$ cat config.mk
export PLATFORM = sky130hd
export DESIGN_NAME = pbus_interconnect
export DESIGN_NICKNAME = d
export VERILOG_FILES = /design/src/rtl/pbus_ic_pkg.sv /design/src/rtl/pbus_win_decode.sv /design/src/rtl/pbus_owner_fifo.sv /design/src/rtl/pbus_resp_route.sv /design/src/rtl/pbus_interconnect.sv
export SDC_FILE = /design/constraint.sdc
export NUM_CORES = 1
export LEC_CHECK = 0
export BUFFER_PORTS_ARGS = -buffer_cell sky130_fd_sc_hd__buf_4
export CAP_MARGIN = 5
export CORE_AREA = 2 2 112 114
export DETAILED_ROUTE_END_ITERATION = 10
export DIE_AREA = 0 0 114 116
export MAX_ROUTING_LAYER = met4
export PLACE_DENSITY = 0.66
export SLEW_MARGIN = 20
export SYNTH_ARGS = -nofsm -noshare
export SYNTH_HDL_FRONTEND = slang
export SYNTH_SLANG_ARGS = --single-unit
$ cat constraint.sdc
create_clock -name clk_i -period 5.4 [get_ports clk_i]
set_input_delay 1.08 -clock clk_i [delete_from_list [all_inputs] [get_ports clk_i]]
set_output_delay 1.08 -clock clk_i [all_outputs]
set_load 0.01 [all_outputs]
$ cat src/rtl/pbus_ic_pkg.sv
package pbus_ic_pkg;

   // Power-of-two test used by elaboration checks
   function automatic bit is_pow2(input int unsigned v);
      return (v != 0) && ((v & (v - 1)) == 0);
   endfunction

   // Default geometry of the interconnect
   localparam int unsigned DEF_ADDR_W = 20;
   localparam int unsigned DEF_SEL_W  = 2;
   localparam int unsigned DEF_DATA_W = 16;
   localparam int unsigned DEF_DEPTH  = 4;

endpackage

$ cat src/rtl/pbus_win_decode.sv
module pbus_win_decode #(
   parameter int unsigned ADDR_W = pbus_ic_pkg::DEF_ADDR_W,
   parameter int unsigned SEL_W  = pbus_ic_pkg::DEF_SEL_W,
   localparam int unsigned NUM_SLV = 1 << SEL_W
) (
   input  logic [ADDR_W-1:0]  addr_i,
   output logic [SEL_W-1:0]   idx_o,
   output logic [NUM_SLV-1:0] hit_o
);

   initial begin
      assert (ADDR_W > SEL_W) else $error("window select wider than address");
      assert (SEL_W >= 1) else $error("need at least two windows");
   end

   assign idx_o = addr_i[ADDR_W-1 -: SEL_W];

   for (genvar g = 0; g < NUM_SLV; g++) begin : g_hit
      assign hit_o[g] = (idx_o == SEL_W'(g));
   end

endmodule

$ cat src/rtl/pbus_owner_fifo.sv
module pbus_owner_fifo #(
   parameter int unsigned DEPTH = pbus_ic_pkg::DEF_DEPTH,
   parameter int unsigned IDX_W = pbus_ic_pkg::DEF_SEL_W,
   localparam int unsigned PTR_W = $clog2(DEPTH),
   localparam int unsigned CNT_W = $clog2(DEPTH + 1)
) (
   input  logic             clk_i,
   input  logic             rst_i,
   input  logic             flush_i,
   input  logic             push_i,
   input  logic [IDX_W-1:0] push_idx_i,
   input  logic             pop_i,
   output logic [IDX_W-1:0] head_idx_o,
   output logic [IDX_W-1:0] tail_idx_o,
   output logic             empty_o,
   output logic             full_o
);

   initial begin
      assert (pbus_ic_pkg::is_pow2(DEPTH)) else $error("DEPTH must be a power of two");
      assert (DEPTH >= 2) else $error("DEPTH must be at least 2");
   end

   logic [IDX_W-1:0] slot_q [DEPTH];
   logic [PTR_W-1:0] wr_ptr_q, rd_ptr_q;
   logic [CNT_W-1:0] cnt_q;
   logic [PTR_W-1:0] last_ptr;

   assign last_ptr   = wr_ptr_q - PTR_W'(1);
   assign head_idx_o = slot_q[rd_ptr_q];
   assign tail_idx_o = slot_q[last_ptr];
   assign empty_o    = (cnt_q == '0);
   assign full_o     = (cnt_q == CNT_W'(DEPTH));

   always_ff @(posedge clk_i) begin
      if (push_i) slot_q[wr_ptr_q] <= push_idx_i;
   end

   always_ff @(posedge clk_i) begin
      if (rst_i || flush_i) begin
         wr_ptr_q <= '0;
         rd_ptr_q <= '0;
         cnt_q    <= '0;
      end else begin
         if (push_i) wr_ptr_q <= wr_ptr_q + PTR_W'(1);
         if (pop_i)  rd_ptr_q <= rd_ptr_q + PTR_W'(1);
         case ({push_i, pop_i})
            2'b10:   cnt_q <= cnt_q + CNT_W'(1);
            2'b01:   cnt_q <= cnt_q - CNT_W'(1);
            default: cnt_q <= cnt_q;
         endcase
      end
   end

   assert_no_overflow_R9: assert property (@(posedge clk_i) disable iff (rst_i)
      (full_o && !pop_i) |-> !push_i);

   assert_no_underflow_R5: assert property (@(posedge clk_i) disable iff (rst_i)
      empty_o |-> !pop_i);

   assert_flush_empties_R6: assert property (@(posedge clk_i) disable iff (rst_i)
      flush_i |=> empty_o);

endmodule

$ cat src/rtl/pbus_resp_route.sv
module pbus_resp_route #(
   parameter int unsigned SEL_W  = pbus_ic_pkg::DEF_SEL_W,
   parameter int unsigned DATA_W = pbus_ic_pkg::DEF_DATA_W,
   localparam int unsigned NUM_SLV = 1 << SEL_W
) (
   input  logic                      cyc_i,
   input  logic                      owner_vld_i,
   input  logic [SEL_W-1:0]          owner_i,
   input  logic [NUM_SLV-1:0]        s_ack_i,
   input  logic [NUM_SLV*DATA_W-1:0] s_rdat_i,
   output logic                      ack_o,
   output logic [DATA_W-1:0]         rdat_o
);

   logic [DATA_W-1:0] rdat_sel [NUM_SLV];

   for (genvar g = 0; g < NUM_SLV; g++) begin : g_lane
      assign rdat_sel[g] = s_rdat_i[g*DATA_W +: DATA_W];
   end

   assign ack_o  = cyc_i && owner_vld_i && s_ack_i[owner_i];
   assign rdat_o = ack_o ? rdat_sel[owner_i] : '0;

endmodule

$ cat src/rtl/pbus_interconnect.sv
module pbus_interconnect #(
   parameter int unsigned ADDR_W      = pbus_ic_pkg::DEF_ADDR_W,
   parameter int unsigned SEL_W       = pbus_ic_pkg::DEF_SEL_W,
   parameter int unsigned DATA_W      = pbus_ic_pkg::DEF_DATA_W,
   parameter int unsigned DEPTH       = pbus_ic_pkg::DEF_DEPTH,
   parameter bit          ORDER_GUARD = 1'b1,
   localparam int unsigned NUM_SLV = 1 << SEL_W,
   localparam int unsigned SLV_AW  = ADDR_W - SEL_W
) (
   input  logic                      clk_i,
   input  logic                      rst_i,
   output logic                      m_clk_o,
   output logic                      m_rst_o,
   input  logic                      m_cyc_i,
   input  logic                      m_stb_i,
   input  logic                      m_we_i,
   input  logic [ADDR_W-1:0]         m_adr_i,
   input  logic [DATA_W-1:0]         m_wdat_i,
   output logic [DATA_W-1:0]         m_rdat_o,
   output logic                      m_ack_o,
   output logic                      m_stall_o,
   output logic [NUM_SLV-1:0]        s_clk_o,
   output logic [NUM_SLV-1:0]        s_rst_o,
   output logic [NUM_SLV-1:0]        s_stb_o,
   output logic [NUM_SLV-1:0]        s_we_o,
   output logic [NUM_SLV*SLV_AW-1:0] s_adr_o,
   output logic [NUM_SLV*DATA_W-1:0] s_wdat_o,
   input  logic [NUM_SLV*DATA_W-1:0] s_rdat_i,
   input  logic [NUM_SLV-1:0]        s_ack_i,
   input  logic [NUM_SLV-1:0]        s_stall_i
);

   initial begin
      assert (DATA_W >= 1) else $error("DATA_W must be positive");
      assert (SLV_AW >= 1) else $error("no address bits left for the slaves");
   end

   logic [SEL_W-1:0]   sel;
   logic [NUM_SLV-1:0] hit;
   logic               req, hazard, block, push, flush;
   logic               q_empty, q_full;
   logic [SEL_W-1:0]   q_head, q_tail;

   pbus_win_decode #(.ADDR_W(ADDR_W), .SEL_W(SEL_W)) u_dec (
      .addr_i (m_adr_i),
      .idx_o  (sel),
      .hit_o  (hit)
   );

   assign req = m_cyc_i && m_stb_i;

   if (ORDER_GUARD) begin : g_guard
      assign hazard = !q_empty && (q_tail != sel);
   end else begin : g_noguard
      assign hazard = 1'b0;
   end

   assign block     = q_full || hazard;
   assign s_stb_o   = hit & {NUM_SLV{req && !block}};
   assign m_stall_o = req && (block || s_stall_i[sel]);
   assign push      = req && !m_stall_o;
   assign flush     = !m_cyc_i;

   pbus_owner_fifo #(.DEPTH(DEPTH), .IDX_W(SEL_W)) u_owner (
      .clk_i      (clk_i),
      .rst_i      (rst_i),
      .flush_i    (flush),
      .push_i     (push),
      .push_idx_i (sel),
      .pop_i      (m_ack_o),
      .head_idx_o (q_head),
      .tail_idx_o (q_tail),
      .empty_o    (q_empty),
      .full_o     (q_full)
   );

   pbus_resp_route #(.SEL_W(SEL_W), .DATA_W(DATA_W)) u_route (
      .cyc_i       (m_cyc_i),
      .owner_vld_i (!q_empty),
      .owner_i     (q_head),
      .s_ack_i     (s_ack_i),
      .s_rdat_i    (s_rdat_i),
      .ack_o       (m_ack_o),
      .rdat_o      (m_rdat_o)
   );

   assign m_clk_o = clk_i;
   assign m_rst_o = rst_i;

   for (genvar g = 0; g < NUM_SLV; g++) begin : g_port
      assign s_clk_o[g]                   = clk_i;
      assign s_rst_o[g]                   = rst_i;
      assign s_we_o[g]                    = m_we_i;
      assign s_adr_o[g*SLV_AW +: SLV_AW]  = m_adr_i[SLV_AW-1:0];
      assign s_wdat_o[g*DATA_W +: DATA_W] = m_wdat_i;
   end

   assert_stb_onehot_R1: assert property (@(posedge clk_i) disable iff (rst_i)
      $onehot0(s_stb_o));

   assert_stb_needs_req_R1: assert property (@(posedge clk_i) disable iff (rst_i)
      (|s_stb_o) |-> (m_cyc_i && m_stb_i));

   assert_idle_no_stall_R3: assert property (@(posedge clk_i) disable iff (rst_i)
      !(m_cyc_i && m_stb_i) |-> !m_stall_o);

   assert_ack_has_owner_R5: assert property (@(posedge clk_i) disable iff (rst_i)
      m_ack_o |-> (!q_empty && m_cyc_i));

   assert_full_blocks_R9: assert property (@(posedge clk_i) disable iff (rst_i)
      q_full |-> (s_stb_o == '0));

   assert_accept_fills_R4: assert property (@(posedge clk_i) disable iff (rst_i)
      (push && !m_ack_o) |=> !q_empty);

endmodule

==> results.py <==
metrics = {
    "outcome": {
        "status": "finished, final reports clean",
    },
    "synthesis": {
        "synth-main-ff-cell": "dfxtp_1",
        "yosys_warnings": 0,
        "synth-edff-count": 8,
        "synthCells": 266,
        "synth_fp_nets": 385,
        "synth_most_common_cell": "buf_4",
        "async_flop_share_pct": 0,
        "synth_top_cell_by_area": "buf_4",
        "yosysTopAreaCellShare_pct": 44.0,
        "synth_area_um2": 2560,
        "syn_avg_cell_area_um2": 9.63,
        "synth_commonest_cells": "buf_4, mux4_2, nor2b_1",
        "ys_types": 32,
        "ys_seq_area_share_pct": 16.4,
        "netlist_top_cells_area": "buf_4, mux4_2, edfxtp_1, dfxtp_1, nor2b_1",
        "ys_ff_latch": 17,
    },
    "power_and_ir_drop": {
        "cellPowerDensity_nw_per_um2": 248,
        "comb_power_share_pct": 15.3,
        "finalPower_mw": 0.641,
        "sw_frac_of_total_pct": 22.3,
        "p_clk_share_pct": 63.3,
        "p_sw_mw": 0.143,
        "ir_worst_vdd_mv": 0.309,
        "seq_power_share_pct": 21.5,
        "leakage_nw": 1.12,
        "intPower_mw": 0.498,
    },
    "sta": {
        "drv_slew": 0,
        "hold_viol": 0,
        "finalSetupViolCount": 0,
        "worst_hold_slack_ns": 0.486,
        "rsz0062_at_grt": "no",
        "fin_ws_ns": 1.23,
        "relSlewSlack_pct": 59.3,
        "finClkSkew_ns": 0.00116,
        "timing.setup.tns_ns": 0,
        "tightest_slew_ns": 0.610,
    },
    "critical_path": {
        "arrival_ns": 3.09,
        "reg2reg_depth": 9,
        "critPathBufInv": 3,
        "max_stage_delay_ns": 0.13,
        "worstSetupPathType": "clock port to output pin",
        "path_common_cell": "clkbuf_16",
        "cp_cell_sequence": "clkbuf_16 > clkbuf_16 > buf_4",
        "r2r_setup_slack_ns": 1.86,
        "timing.rr.end": "u_owner.cnt_q[2]",
        "critPathRequiredTime_ns": 4.32,
        "r2r_start": "u_owner.slot_q[0][0]",
        "start_kind": "clock port",
        "crit_family": "buffers and inverters",
        "cp.depth": 3,
        "slowest_stage": "clkbuf_16",
        "cp-end-kind": "output pin",
        "crit_fanout": 3,
    },
    "grt": {
        "grt_first_pass_wirelength_um": 7800,
        "antenna_found_initial": 0,
        "grt_max_degree": 21,
        "overflow": 0,
        "grt_pass1_vias": 1613,
        "grt.total_usage_pct": 7.94,
    },
    "cts": {
        "clkTransAtPathRegs_ns": 0.05,
        "ctsHoldBuffers": 0,
        "insertion_delay_ns": 0.36,
        "postCtsSetupBuffers": 0,
        "cts_tree": "done",
        "ctsResizeCount": 0,
    },
    "floorplan": {
        "die_x_um": 114,
        "core_um2": 11900,
        "pin_count": 285,
        "dieArea_um2": 13200,
        "initial_utilization_pct": 21.5,
        "die_h_um": 116,
        "std_cell_rows": 40,
    },
    "drt": {
        "drt_wl_total_um": 5260,
        "drt_iter0_drc": 53,
        "drc": 0,
        "avgViaCountPerCell": 3.97,
        "dr.pass1.iters": 4,
        "wl_per_cell_um": 14.0,
        "ant_nets": 0,
        "vias": 1488,
    },
    "worst_hold_path": {
        "min_from": "u_owner.rd_ptr_q[1]",
        "min_path_cells": 2,
        "min_path_type": "flip-flop to flip-flop",
        "whs_endpoint": "u_owner.rd_ptr_q[1]",
    },
    "final_layout": {
        "drive_gt1_share_pct": 62.7,
        "final_cell_count_no_fill": 375,
        "fin_util_pct": 21.7,
        "diodes": 0,
        "design_area_um2": 2590,
        "area.growth.synth_to_final_pct": 1.03,
        "nNetsFinal": 347,
    },
    "place": {
        "gp_congestion": 0.720,
        "port_buffers": 109,
        "dp_hpwl_um": 4390,
        "placed_cells": 366,
        "place_ws_ns": 1.50,
        "place_area_um2": 2390,
    },
    "run": {
        "cap_violations": 0,
    },
}
routing by layer:
layer / wire, µm / vias up / GRT usage, %
met5: 0 / - / -
li1: - / 667 / -
met1: 1730 / 680 / 7.07
met2: 2730 / 125 / 14.0
met4: 98 / 0 / 4.07
met3: 698 / 16 / 3.82
cells by family (layout without fill, tap and decap cells):
family,Yosys count,in the layout,synth area share (%)
AO/OA/AOI/OAI,9,9,2.34
XOR/XNOR,5,5,1.71
AND/OR/NAND/NOR,44,44,9.87
flip-flops,17,17,16.4
buffers and inverters,162,124,46.7
adder cells (fa/ha/maj),6,6,3.22
multiplexers,23,23,19.7
power groups by stage:
stage / registers (mW) / logic (mW) / clock network, mW
2_1_floorplan: 0.140 / 0.151 / 0.0763
3_3_place_gp: 0.140 / 0.0970 / 0.0763
3_5_place_dp: 0.140 / 0.0990 / 0.0763
4_1_cts: 0.138 / 0.0993 / 0.414
5_1_grt: 0.138 / 0.107 / 0.423
6_report: 0.138 / 0.0978 / 0.406
worst max path at each step:
| stage | slack (ns) | endpoint | startpoint |
|---|---|---|---|
| 2_1_floorplan | 1.50 | m_clk_o | clk_i |
| 3_3_place_gp | 1.50 | m_clk_o | clk_i |
| 3_5_place_dp | 1.50 | m_clk_o | clk_i |
| 4_1_cts | 1.22 | s_clk_o[0] | clk_i |
| 5_1_grt | 1.17 | s_stb_o[2] | u_owner.wr_ptr_q[0] |
| 6_report | 1.23 | s_clk_o[0] | clk_i |
layout by cell type, fill, tap and decap left out:
cell type	count
buf_4	109
mux4_2	22
nor2b_1	15
nor2_1	9
dfxtp_1	9
edfxtp_1	8
clkbuf_16	7
inv_1	6
ha_1	5
and3_1	4
xor2_1	3
nand3_1	3
nand2_1	3
o21ai_0	3
a21oi_1	3
or3_1	2
nor3b_1	2
xnor2_1	2
nand3_2	1
and2b_1	1
o31ai_2	1
nor3_1	1
o31a_1	1
nor4bb_1	1
or2_2	1
mux2i_1	1
o2111ai_1	1
or4_1	1
fa_1	1
bufinv_8	1
clkinv_2	1
worst reg2reg max path, cell delays in order, from the launching register on:
cell      delay, ns
edfxtp_1       0.41
mux4_2         0.77
mux4_2         0.60
nand3_2        0.33
inv_1          0.14
ha_1           0.26
fa_1           0.38
xnor2_1        0.14
or3_1          0.30
a21oi_1        0.14
cell type report:
| cell class | count | area (µm²) |
|---|---|---|
| Clock buffer | 12 | 213 |
| Clock inverter | 2 | 22.5 |
| Fill cell | 1291 | 9320 |
| Inverter | 6 | 22.5 |
| Multi-Input combinational cell | 87 | 945 |
| Sequential cell | 17 | 420 |
| Tap cell | 147 | 184 |
| Timing Repair Buffer | 104 | 781 |
Power figures use the tool's default switching activity.
